`src/rtl/pci_cfg_pkg.sv`:
```
package pci_cfg_pkg;

    // dword indices of the implemented header registers
    localparam int IDX_ID      = 0;
    localparam int IDX_CMDSTAT = 1;
    localparam int IDX_CLASS   = 2;
    localparam int IDX_BAR0    = 4;
    localparam int IDX_SUBSYS  = 11;

    typedef struct packed {
        logic [15:0] cmd;
        logic        perr;
        logic        serr;
        logic [31:0] bar;
    } cfg_state_t;

    // replace the byte lanes whose active-low enable is low
    function automatic logic [31:0] lane_merge(input logic [31:0] old_v,
                                               input logic [31:0] new_v,
                                               input logic [3:0]  be_n);
        logic [31:0] r;
        r = old_v;
        for (int i = 0; i < 4; i++) begin
            if (!be_n[i]) r[8*i +: 8] = new_v[8*i +: 8];
        end
        return r;
    endfunction

endpackage

```
`src/rtl/pci_cfg_addr.sv`:
```
module pci_cfg_addr #(
    parameter int OFFS_W = 6
) (
    input  logic              clk,
    input  logic              rst_n,
    input  logic              load,
    input  logic [OFFS_W-1:0] load_off,
    input  logic              adv,
    output logic [OFFS_W-1:0] off_q
);
    logic [OFFS_W-1:0] off_d;

    always_comb begin
        off_d = off_q;
        if (load)     off_d = load_off;
        else if (adv) off_d = off_q + OFFS_W'(1);
    end

    always_ff @(posedge clk) begin
        if (!rst_n) off_q <= '0;
        else        off_q <= off_d;
    end
endmodule

```
`src/rtl/pci_cfg_regs.sv`:
```
module pci_cfg_regs
    import pci_cfg_pkg::*;
#(
    parameter int          OFFS_W    = 6,
    parameter logic [15:0] CMD_WMASK = 16'h0143,
    parameter int          BAR_LOG2  = 12
) (
    input  logic              clk,
    input  logic              rst_n,
    input  logic              wr_en,
    input  logic [OFFS_W-1:0] off,
    input  logic [31:0]       wdata,
    input  logic [3:0]        be_n,
    input  logic              perr_evt,
    input  logic              serr_evt,
    output cfg_state_t        st_q
);
    localparam logic [31:0] BAR_MASK = {{(32-BAR_LOG2){1'b1}}, {BAR_LOG2{1'b0}}};

    cfg_state_t  st_d;
    logic [31:0] cmd_mrg;
    logic [31:0] bar_mrg;
    logic        hit_cmd;
    logic        hit_bar;

    always_comb begin
        st_d    = st_q;
        cmd_mrg = lane_merge({16'h0, st_q.cmd}, wdata, be_n);
        bar_mrg = lane_merge(st_q.bar, wdata, be_n);
        hit_cmd = wr_en && (off == OFFS_W'(IDX_CMDSTAT));
        hit_bar = wr_en && (off == OFFS_W'(IDX_BAR0));
        if (hit_cmd) begin
            st_d.cmd = cmd_mrg[15:0] & CMD_WMASK;
            if (!be_n[3]) begin
                if (wdata[31]) st_d.perr = 1'b0;
                if (wdata[30]) st_d.serr = 1'b0;
            end
        end
        if (hit_bar) st_d.bar = bar_mrg & BAR_MASK;
        // an event in the clear cycle wins
        if (perr_evt) st_d.perr = 1'b1;
        if (serr_evt) st_d.serr = 1'b1;
    end

    always_ff @(posedge clk) begin
        if (!rst_n) st_q <= '0;
        else        st_q <= st_d;
    end
endmodule

```
`src/rtl/pci_cfg_rdmux.sv`:
```
module pci_cfg_rdmux
    import pci_cfg_pkg::*;
#(
    parameter int          OFFS_W     = 6,
    parameter logic [15:0] VENDOR_ID  = 16'h1A2B,
    parameter logic [15:0] DEVICE_ID  = 16'h3C4D,
    parameter logic [31:0] CLASS_REV  = 32'h0B400002,
    parameter logic [15:0] SUBSYS_VID = 16'h5E6F,
    parameter logic [15:0] SUBSYS_ID  = 16'h7081
) (
    input  logic [OFFS_W-1:0] off,
    input  cfg_state_t        st,
    output logic [31:0]       rdata
);
    always_comb begin
        unique case (int'(off))
            IDX_ID:      rdata = {DEVICE_ID, VENDOR_ID};
            IDX_CMDSTAT: rdata = {st.perr, st.serr, 14'h0, st.cmd};
            IDX_CLASS:   rdata = CLASS_REV;
            IDX_BAR0:    rdata = st.bar;
            IDX_SUBSYS:  rdata = {SUBSYS_ID, SUBSYS_VID};
            default:     rdata = 32'h0;
        endcase
    end
endmodule

```
`src/rtl/pci_cfg_space.sv`:
```
module pci_cfg_space
    import pci_cfg_pkg::*;
#(
    parameter int          OFFS_W     = 6,
    parameter logic [15:0] CMD_WMASK  = 16'h0143,
    parameter int          BAR_LOG2   = 12,
    parameter logic [15:0] VENDOR_ID  = 16'h1A2B,
    parameter logic [15:0] DEVICE_ID  = 16'h3C4D,
    parameter logic [31:0] CLASS_REV  = 32'h0B400002,
    parameter logic [15:0] SUBSYS_VID = 16'h5E6F,
    parameter logic [15:0] SUBSYS_ID  = 16'h7081
) (
    input  logic        clk,
    input  logic        rst_n,
    input  logic        adr_valid,
    input  logic [31:0] adr_wdata,
    input  logic [3:0]  cbe_n,
    input  logic        cfg_wr,
    input  logic        adr_inc,
    input  logic        perr_evt,
    input  logic        serr_evt,
    output logic [31:0] cfg_rdata,
    output logic        cmd_parity_resp,
    output logic        cmd_serr_enable
);
    logic [OFFS_W-1:0] off_q;
    logic              wr_en;
    logic              adv;
    cfg_state_t        st_q;
    logic [15:0]       cmd_q;
    logic [31:0]       bar_q;
    logic              perr_q;
    logic              serr_q;

    assign wr_en = cfg_wr && adr_inc && !adr_valid;
    assign adv   = adr_inc && !adr_valid;

    pci_cfg_addr #(.OFFS_W(OFFS_W)) addr_i (
        .clk      (clk),
        .rst_n    (rst_n),
        .load     (adr_valid),
        .load_off (adr_wdata[OFFS_W+1:2]),
        .adv      (adv),
        .off_q    (off_q)
    );

    pci_cfg_regs #(
        .OFFS_W    (OFFS_W),
        .CMD_WMASK (CMD_WMASK),
        .BAR_LOG2  (BAR_LOG2)
    ) regs_i (
        .clk      (clk),
        .rst_n    (rst_n),
        .wr_en    (wr_en),
        .off      (off_q),
        .wdata    (adr_wdata),
        .be_n     (cbe_n),
        .perr_evt (perr_evt),
        .serr_evt (serr_evt),
        .st_q     (st_q)
    );

    pci_cfg_rdmux #(
        .OFFS_W     (OFFS_W),
        .VENDOR_ID  (VENDOR_ID),
        .DEVICE_ID  (DEVICE_ID),
        .CLASS_REV  (CLASS_REV),
        .SUBSYS_VID (SUBSYS_VID),
        .SUBSYS_ID  (SUBSYS_ID)
    ) rdmux_i (
        .off   (off_q),
        .st    (st_q),
        .rdata (cfg_rdata)
    );

    assign cmd_q           = st_q.cmd;
    assign bar_q           = st_q.bar;
    assign perr_q          = st_q.perr;
    assign serr_q          = st_q.serr;
    assign cmd_parity_resp = cmd_q[6];
    assign cmd_serr_enable = cmd_q[8];
endmodule

```
`config.mk`:
```
export PLATFORM = sky130hd
export DESIGN_NAME = pci_cfg_space
export DESIGN_NICKNAME = d
export VERILOG_FILES = /design/src/rtl/pci_cfg_pkg.sv /design/src/rtl/pci_cfg_addr.sv /design/src/rtl/pci_cfg_regs.sv /design/src/rtl/pci_cfg_rdmux.sv /design/src/rtl/pci_cfg_space.sv
export SDC_FILE = /design/constraint.sdc
export NUM_CORES = 1
export LEC_CHECK = 0
export BUFFER_PORTS_ARGS = -buffer_cell sky130_fd_sc_hd__buf_2
export CORE_ASPECT_RATIO = 1.75
export CORE_MARGIN = 1
export CORE_UTILIZATION = 43
export DETAILED_ROUTE_END_ITERATION = 8
export PLACE_DENSITY = 0.76
export SYNTH_ARGS = -nofsm -noshare
export SYNTH_HDL_FRONTEND = slang
export SYNTH_SLANG_ARGS = --single-unit
```
`constraint.sdc`:
```
create_clock -name clk -period 2 [get_ports clk]
set_clock_uncertainty 0.05 [all_clocks]
set_input_delay 0.1 -clock clk [delete_from_list [all_inputs] [get_ports clk]]
set_output_delay 0.1 -clock clk [all_outputs]
set_load 0.02 [all_outputs]
```
Word-level counts from Yosys, hierarchy flattened

Cells that the tools add are included.

Bits in registers: 32

Equality and inequality tests: 6
Mux-type cells: 9
Add/subtract/negate cells: 1
Reductions and logical operators: 19
Bitwise logic cells: 4

Operators with widths:

| operator              | count |
|---|---|
| $pmux W32 S5          | 1 |
| $mux W6               | 2 |
| $reduce_and A2 Y1     | 5 |
| $reduce_bool A2 Y1    | 5 |
| $add A6 B1 Y6 const B | 1 |
| $eq A6 B1 Y1 const B  | 1 |
| $eq A6 B2 Y1 const B  | 1 |
| $eq A6 B3 Y1 const B  | 1 |
| $eq A6 B4 Y1 const B  | 1 |
| $logic_not A6 Y1      | 1 |
| $reduce_and A3 Y1     | 2 |
| $logic_and A1 B1 Y1   | 5 |
| $mux W1               | 4 |
| $mux W2               | 2 |
| $ne A2 B1 Y1 const B  | 2 |
| $not A1 Y1            | 4 |
| $logic_not A1 Y1      | 1 |

Logic depth before layout (Yosys ltp)

Gate-level depths: netlist of run 1.

Depth after elaboration: 5
Mapped depth: 6

Hierarchy

A second synthesis of run 1 with hierarchy kept.

Cells, all modules: 243
Area total of the unflattened synthesis: 2093.3 µm²

Modules (own cells, without submodules):

| module        | sequential area each (µm²) | area each (µm²) | times used | cells each |
|---|---|---|---|---|
| pci_cfg_regs  | 520.5                      | 1333.8          | 1          | 151 |
| pci_cfg_rdmux | 0.0                        | 431.7           | 1          | 55 |
| pci_cfg_addr  | 120.1                      | 312.8           | 1          | 35 |
| pci_cfg_space | 0.0                        | 15.0            | 1          | 2 |

Worst setup path before layout of run 1

OpenSTA, ideal clock, no wires.

Path type: register -> output
Start: register addr_i.off_q[0]
End: output port cfg_rdata[11]
Required time: 1.850 ns
Stages on the path, launching flop included: 6
Setup slack: -0.726 ns
Data arrival time: 2.576 ns
Cells stage by stage: dfxtp_1 -> inv_1 -> ha_1 -> nand2b_1 -> a2111oi_1 -> buf_4

Word-level cells in the longest chain between the ends: 2

RTL lines:

| item                                 | RTL line            | text |
|---|---|---|
| from (decl)                          | pci_cfg_addr.sv:9   | `output logic [OFFS_W-1:0] off_q` |
| from (signal assigned)               | pci_cfg_addr.sv:20  | `if (!rst_n) off_q <= '0;` |
| from (signal assigned)               | pci_cfg_addr.sv:21  | `else off_q <= off_d;` |
| $eq A6 B4 Y1 (tied with other cells) | pci_cfg_rdmux.sv:16 | `unique case (int'(off))` |
| $pmux W32 S5 (*)                     | pci_cfg_rdmux.sv:16 |  |
| to (decl)                            | pci_cfg_space.sv:22 | `output logic [31:0] cfg_rdata,` |

Mark *: on every way between the ends. The rest lies on a longest branch, timed or not.

Worst setup path in the final report of run 1

Start: register addr_i.off_q[3]
End: output port cfg_rdata[27]

The elaborated chain is that of the path after synthesis.

==> results of run 1 <==
sequential cells by signal, indices dropped and copies added (netlist names):
name	flops
regs_i.st_q	26
addr_i.off_q	6
area by class of cell:
cell class | count | area [um2] | area share [%]
Sequential cell | 32 | 648 | 25.0
Clock buffer | 5 | 68.8 | 2.65
Inverter | 7 | 26.3 | 1.01
Clock inverter | 3 | 42.5 | 1.64
Tap cell | 48 | 60.1 | 2.31
Multi-Input combinational cell | 149 | 1080 | 41.7
Timing Repair Buffer | 102 | 668 | 25.7
cells in the mapped netlist, drive strengths merged, types with 2 or more instances:
master and n:
a22o 6, clkbuf 10, a31oi 2, nor2 4, nand4 2, and2 7, o21ai 6, nand2b 3
xnor2 2, nor4 7, a21o 10, xor2 2, a21oi 2, inv 7, buf 9, mux2i 25
nand2 53, ha 4, or4 2, dfxtp 32
cells by family (layout without fill, tap and decap cells):
kind of cell,Yosys count,count (layout),share of synthesized area (%)
buffers and inverters,26,117,7.33
multiplexers,25,25,14.1
adder cells (fa/ha/maj),4,4,2.82
other,1,2,0.211
AND/OR/NAND/NOR,82,82,24.1
XOR/XNOR,4,4,1.97
AO/OA/AOI/OAI,32,32,13.3
flip-flops,32,32,36.1
where the power goes:
part | switching (mW) | total [mW] | internal (mW)
registers | 0.0125 | 0.664 | 0.651
logic | 0.215 | 0.397 | 0.182
clock network | 0.254 | 0.622 | 0.368
total | 0.481 | 1.68 | 1.20
worst max-delay path by stage:
stage | from | end
floorplan | addr_i.off_q[2] | regs_i.st_q[16]
global placement | addr_i.off_q[2] | regs_i.st_q[12]
detailed placement | addr_i.off_q[2] | regs_i.st_q[12]
CTS | addr_i.off_q[0] | cfg_rdata[28]
global route | addr_i.off_q[3] | cfg_rdata[24]
finish | addr_i.off_q[3] | cfg_rdata[27]
stage by stage:
stage | utilization (%) | area [um2] | setup TNS [ps]
6_report | 66.5 | 2590 | 0
5_1_grt | 66.5 | 2590 | -260
4_1_cts | 63.7 | 2480 | 0
3_5_place_dp | 58.4 | 2280 | 0
3_3_place_gp | 58.4 | 2280 | 0
2_1_floorplan | - | 1800 | 0
worst max-delay path: stages (launching register included):
cell and delay, ps:
dfxtp_2 350, or4b_4 560, nor2_4 180, buf_6 150, a21o_1 170, buf_6 130
metal layers:
layer / vias up / share of wire, % / global-route usage [%]
li1: 875 / - / -
met1: 820 / 40 / 23.2
met2: 43 / 53 / 38.5
met3: 9 / 3.6 / 3.84
met4: 0 / 3.2 / 12.4
met5: - / 0 / 0
what timing repair did:
| action | 4_1_cts | 5_1_grt |
|---|---|---|
| endpoints found under the hold margin | 5 | 0 |
| pin swaps | 0 | 5 |
| cloned | 1 | 1 |
| gates resized for setup | 15 | 30 |
| endpoints found under the setup margin | 21 | 22 |
| buffers inserted | 0 | 2 |
| hold buffers | 5 | 0 |
==> flow_summary.yaml, run 1 <==
outcome:
  outcome: "finished, final reports clean"
routing:
  avgRoutedWirePerCell_um: 13.7
  viasPerCell: 5.05
  ant_nets: 0
  drtIter0Drc: 30
  routed_wl_mm: 4.75
  firstDrtPassIters: 4
  drc_errors: 0
  vias: 1747
sta:
  relSlewSlack_pct: 66.2
  tightest_slew_ps: 506
  hold_violations: 0
  slew_violations: 0
  timing.hold.ws_ps: 3.42
  max_freq_mhz: 503
  setup_ws_ps: 11.3
  rsz0062_at_grt: "true"
  period_minus_slack_ps: 1990
  finalCritPeriodShare_pct: 99.4
  finalSetupViolCount: 0
clock_tree:
  cts_tree: "built"
  htreeDepth: 2
  clk_latency_ps: 290
  numClockSinks: 32
  clk_pin_slew_ps: 70
  root_buffer: "clkbuf_8"
  numCtsBuffers: 5
  cts_buffer_depth: 2
global_routing:
  antenna_found_initial: 0
  gr-total-overflow: 0
  first_global_vias: 1617
  grt_pass1_wl_mm: 7.07
  grt_max_degree: 23
  track_usage_pct: 21.6
min_path:
  holdCritPathClass: "in2reg"
  worstHoldStart: "adr_wdata[13]"
  hold_end: "regs_i.st_q[13]"
  holdPathStages: 3
worst_setup_path:
  cp.arrival_ps: 1840
  worst_setup_path_start_kind: "flop"
  end_kind: "primary output"
  cp.required_ps: 1850
  critPathMaxFanout: 7
  timing.rr.start: "addr_i.off_q[3]"
  reg2reg_to: "regs_i.st_q[18]"
  reg2reg_slack_ps: 120
  rr_worst_depth: 5
  worstSetupPathType: "reg2out"
job:
  drv_cap: 0
layout:
  num_antenna_cells: 0
  final_cell_mix: "buf_2 (53), nand2_1 (52), buf_4 (38), dfxtp_1 (28), mux2i_1 (25)"
  drive_gt1_share_pct: 41.3
  layout.nets: 344
  stdcell_count: 346
  n_fill_cell: 337
  syn_to_final_growth_pct: 46.3
  layout_commonest_cell: "buf_2"
yosys:
  syn_inst: 206
  synth_top_area_cell: "dfxtp_1"
  synth_flop_cell: "dfxtp_1"
  synth-seq-cells: 32
  synth_cell_type_count: 35
  syn-cell-area_um2: 1770
  synthArstFlopShare_pct: 0
  ys_seq_area_share_pct: 36.1
  synth_warnings: 0
  syn_avg_cell_area_um2: 8.61
  yosysTopAreaCellShare_pct: 36.1
  synth_edf_count: 0
  ys_top_cells_by_area: "dfxtp_1 (36%), mux2i_1 (14%), nand2_1 (11%), a21o_1 (4.2%), nor4_4 (3.6%)"
pwr:
  finalPower_mw: 1.68
  p_leak_nw: 1.25
  peakVddDrop_v: 0.000604
  powerDensity_nw_per_um2: 648
placed_design:
  pre_cts_ws_ps: 123
  post-dp-hpwl_mm: 3.30
  dp.cells: 329
  io_buffers: 71
  place_congestion: 0.804
floorplan:
  core_um2: 3900
  start_util_pct: 45.4
  rows: 30
  die_height_um: 87.0
  dieArea_um2: 4400
  die-width_um: 50.6
  io_pins: 77
(Power assumes the default switching activity.)
==> run 2, diff against run 1 <==
RECOVER_POWER = 50   (was unset)
==> run 2 against run 1 <==
Against the previous run: wire length increased by 0.23%; critical path type unchanged; global-route usage unchanged; die area unchanged; sequential power is essentially flat; first-iteration DRC count increased by 13%; hold slack got worse by 1.0 ps.
==> flow_summary.yaml, run 2 (synthesis gave the netlist of run 1 again) <==
worst_setup_path:
  reg2reg_to: "regs_i.st_q[18]"
  worstSetupPathType: "reg2out"
  rr_worst_depth: 5
  reg2reg_slack_ps: 130
  crit_end: "cfg_rdata[27]"
  worst_setup_path_start_kind: "flop"
  end_kind: "primary output"
  cp.required_ps: 1850
  critPathMaxFanout: 7
  crit_start: "addr_i.off_q[3]"
  timing.rr.start: "addr_i.off_q[3]"
  cp.arrival_ps: 1830
routing:
  ant_nets: 0
  avgRoutedWirePerCell_um: 13.8
  vias: 1753
  drtIter0Drc: 34
  drc_errors: 0
  routed_wl_mm: 4.77
  firstDrtPassIters: 4
  viasPerCell: 5.07
global_routing:
  track_usage_pct: 21.6
  grt_pass1_wl_mm: 7.07
  grt_max_degree: 23
  gr-total-overflow: 0
  antenna_found_initial: 0
  first_global_vias: 1617
sta:
  max_freq_mhz: 504
  rsz0062_at_grt: "true"
  hold_violations: 0
  relSlewSlack_pct: 66.5
  tightest_slew_ps: 501
  period_minus_slack_ps: 1980
  slew_violations: 0
  finalCritPeriodShare_pct: 99.2
  finalSetupViolCount: 0
layout:
  syn_to_final_growth_pct: 46.1
  stdcell_count: 346
  final_core_util_pct: 66.4
  layout_commonest_cell: "nand2_1"
  layout.nets: 344
  n_fill_cell: 339
  final_cell_area_um2: 2590
  num_antenna_cells: 0
  top_register: "regs_i.st_q"
  top_regs: "regs_i.st_q x26, addr_i.off_q x6"
  final_cell_mix: "nand2_1 (52), buf_2 (51), buf_4 (38), dfxtp_1 (28), mux2i_1 (25)"
  drive_gt1_share_pct: 40.6
  largest_reg_flops: 26
min_path:
  holdCritPathClass: "in2reg"
placed_design:
  post-dp-hpwl_mm: 3.30
  place_area_um2: 2280
  dp.cells: 329
  place_congestion: 0.804
  io_buffers: 71
clock_tree:
  clk_latency_ps: 290
  numClockSinks: 32
  clk_pin_slew_ps: 70
  cts_tree: "built"
  root_buffer: "clkbuf_8"
  cts_buffer_depth: 2
  htreeDepth: 2
  numCtsBuffers: 5
floorplan:
  rows: 30
  io_pins: 77
  start_util_pct: 45.4
  die_height_um: 87.0
  core_um2: 3900
  dieArea_um2: 4400
  die-width_um: 50.6
pwr:
  p_leak_nw: 1.25
  peakVddDrop_v: 0.000602
  powerDensity_nw_per_um2: 649
outcome:
  outcome: "finished, final reports clean"
job:
  drv_cap: 0
-- run 2: cell types whose count changed in the layout (fill, tap and decap cells not counted), sizes merged --
cell | before | now
buf | 97 | 95
clkbuf | 5 | 7
-- run 2: how the worst min path moves through the flow --
stage / startpoint / endpoint / slack, ps / cells after the start
3_3_place_gp: adr_wdata[30] / regs_i.st_q[32] / 260 / 2
6_report: adr_wdata[13] / regs_i.st_q[13] / 2 / 3
2_1_floorplan: adr_wdata[30] / regs_i.st_q[32] / 160 / 1
5_1_grt: adr_wdata[13] / regs_i.st_q[13] / 3 / 3
4_1_cts: adr_wdata[13] / regs_i.st_q[13] / 1 / 3
3_5_place_dp: adr_wdata[31] / regs_i.st_q[33] / 270 / 2
-- run 2: power by group --
part / internal [mW] / switching (mW) / total [mW] / leakage [nW]
Combinational: 0.182 / 0.215 / 0.397 / 0.930
Clock: 0.368 / 0.254 / 0.622 / 0.0541
Sequential: 0.651 / 0.0127 / 0.664 / 0.261
Total: 1.20 / 0.482 / 1.68 / 1.25
-- run 2: cell type report --
class	count	area, um2	area share, %
Sequential cell	32	648	25.0
Inverter	7	26.3	1.01
Tap cell	48	60.1	2.32
Timing Repair Buffer	102	666	25.7
Multi-Input combinational cell	149	1080	41.7
Clock inverter	3	42.5	1.64
Clock buffer	5	68.8	2.65
-- run 2: stage by stage --
step	hold slack, ps	setup WS [ps]	setup TNS [ps]	total power [mW]
after CTS	1.02	9.93	0	1.65
after detailed placement	269	123	0	1.01
final	2.40	16.6	0	1.68
after global routing	3.44	-36.7	-260	1.75
after global placement	263	166	0	1.01
after floorplan	158	75.1	0	0.891
-- run 2: what timing repair did --
| item | 4_1_cts | 5_1_grt |
|---|---|---|
| setup endpoints to repair | 21 | 22 |
| hold buffers | 5 | 0 |
| pin swaps | 0 | 5 |
| hold endpoints to repair | 5 | 0 |
| setup buffers | 0 | 2 |
| cloned | 1 | 1 |
| resized for setup | 15 | 30 |
-- run 2: worst max-delay path, stage by stage (launching register included) --
cell	delay [ps]
dfxtp_2	350
or4b_4	560
nor2_4	180
buf_6	150
a21o_1	170
buf_6	130
-- run 2: per-layer routing --
layer,track usage [%],share of wire (%),vias to the layer above
li1,-,-,876
met1,23.2,40,825
met2,38.5,53,43
met3,3.84,3.5,9
met4,12.4,3.1,0
met5,0,0,-
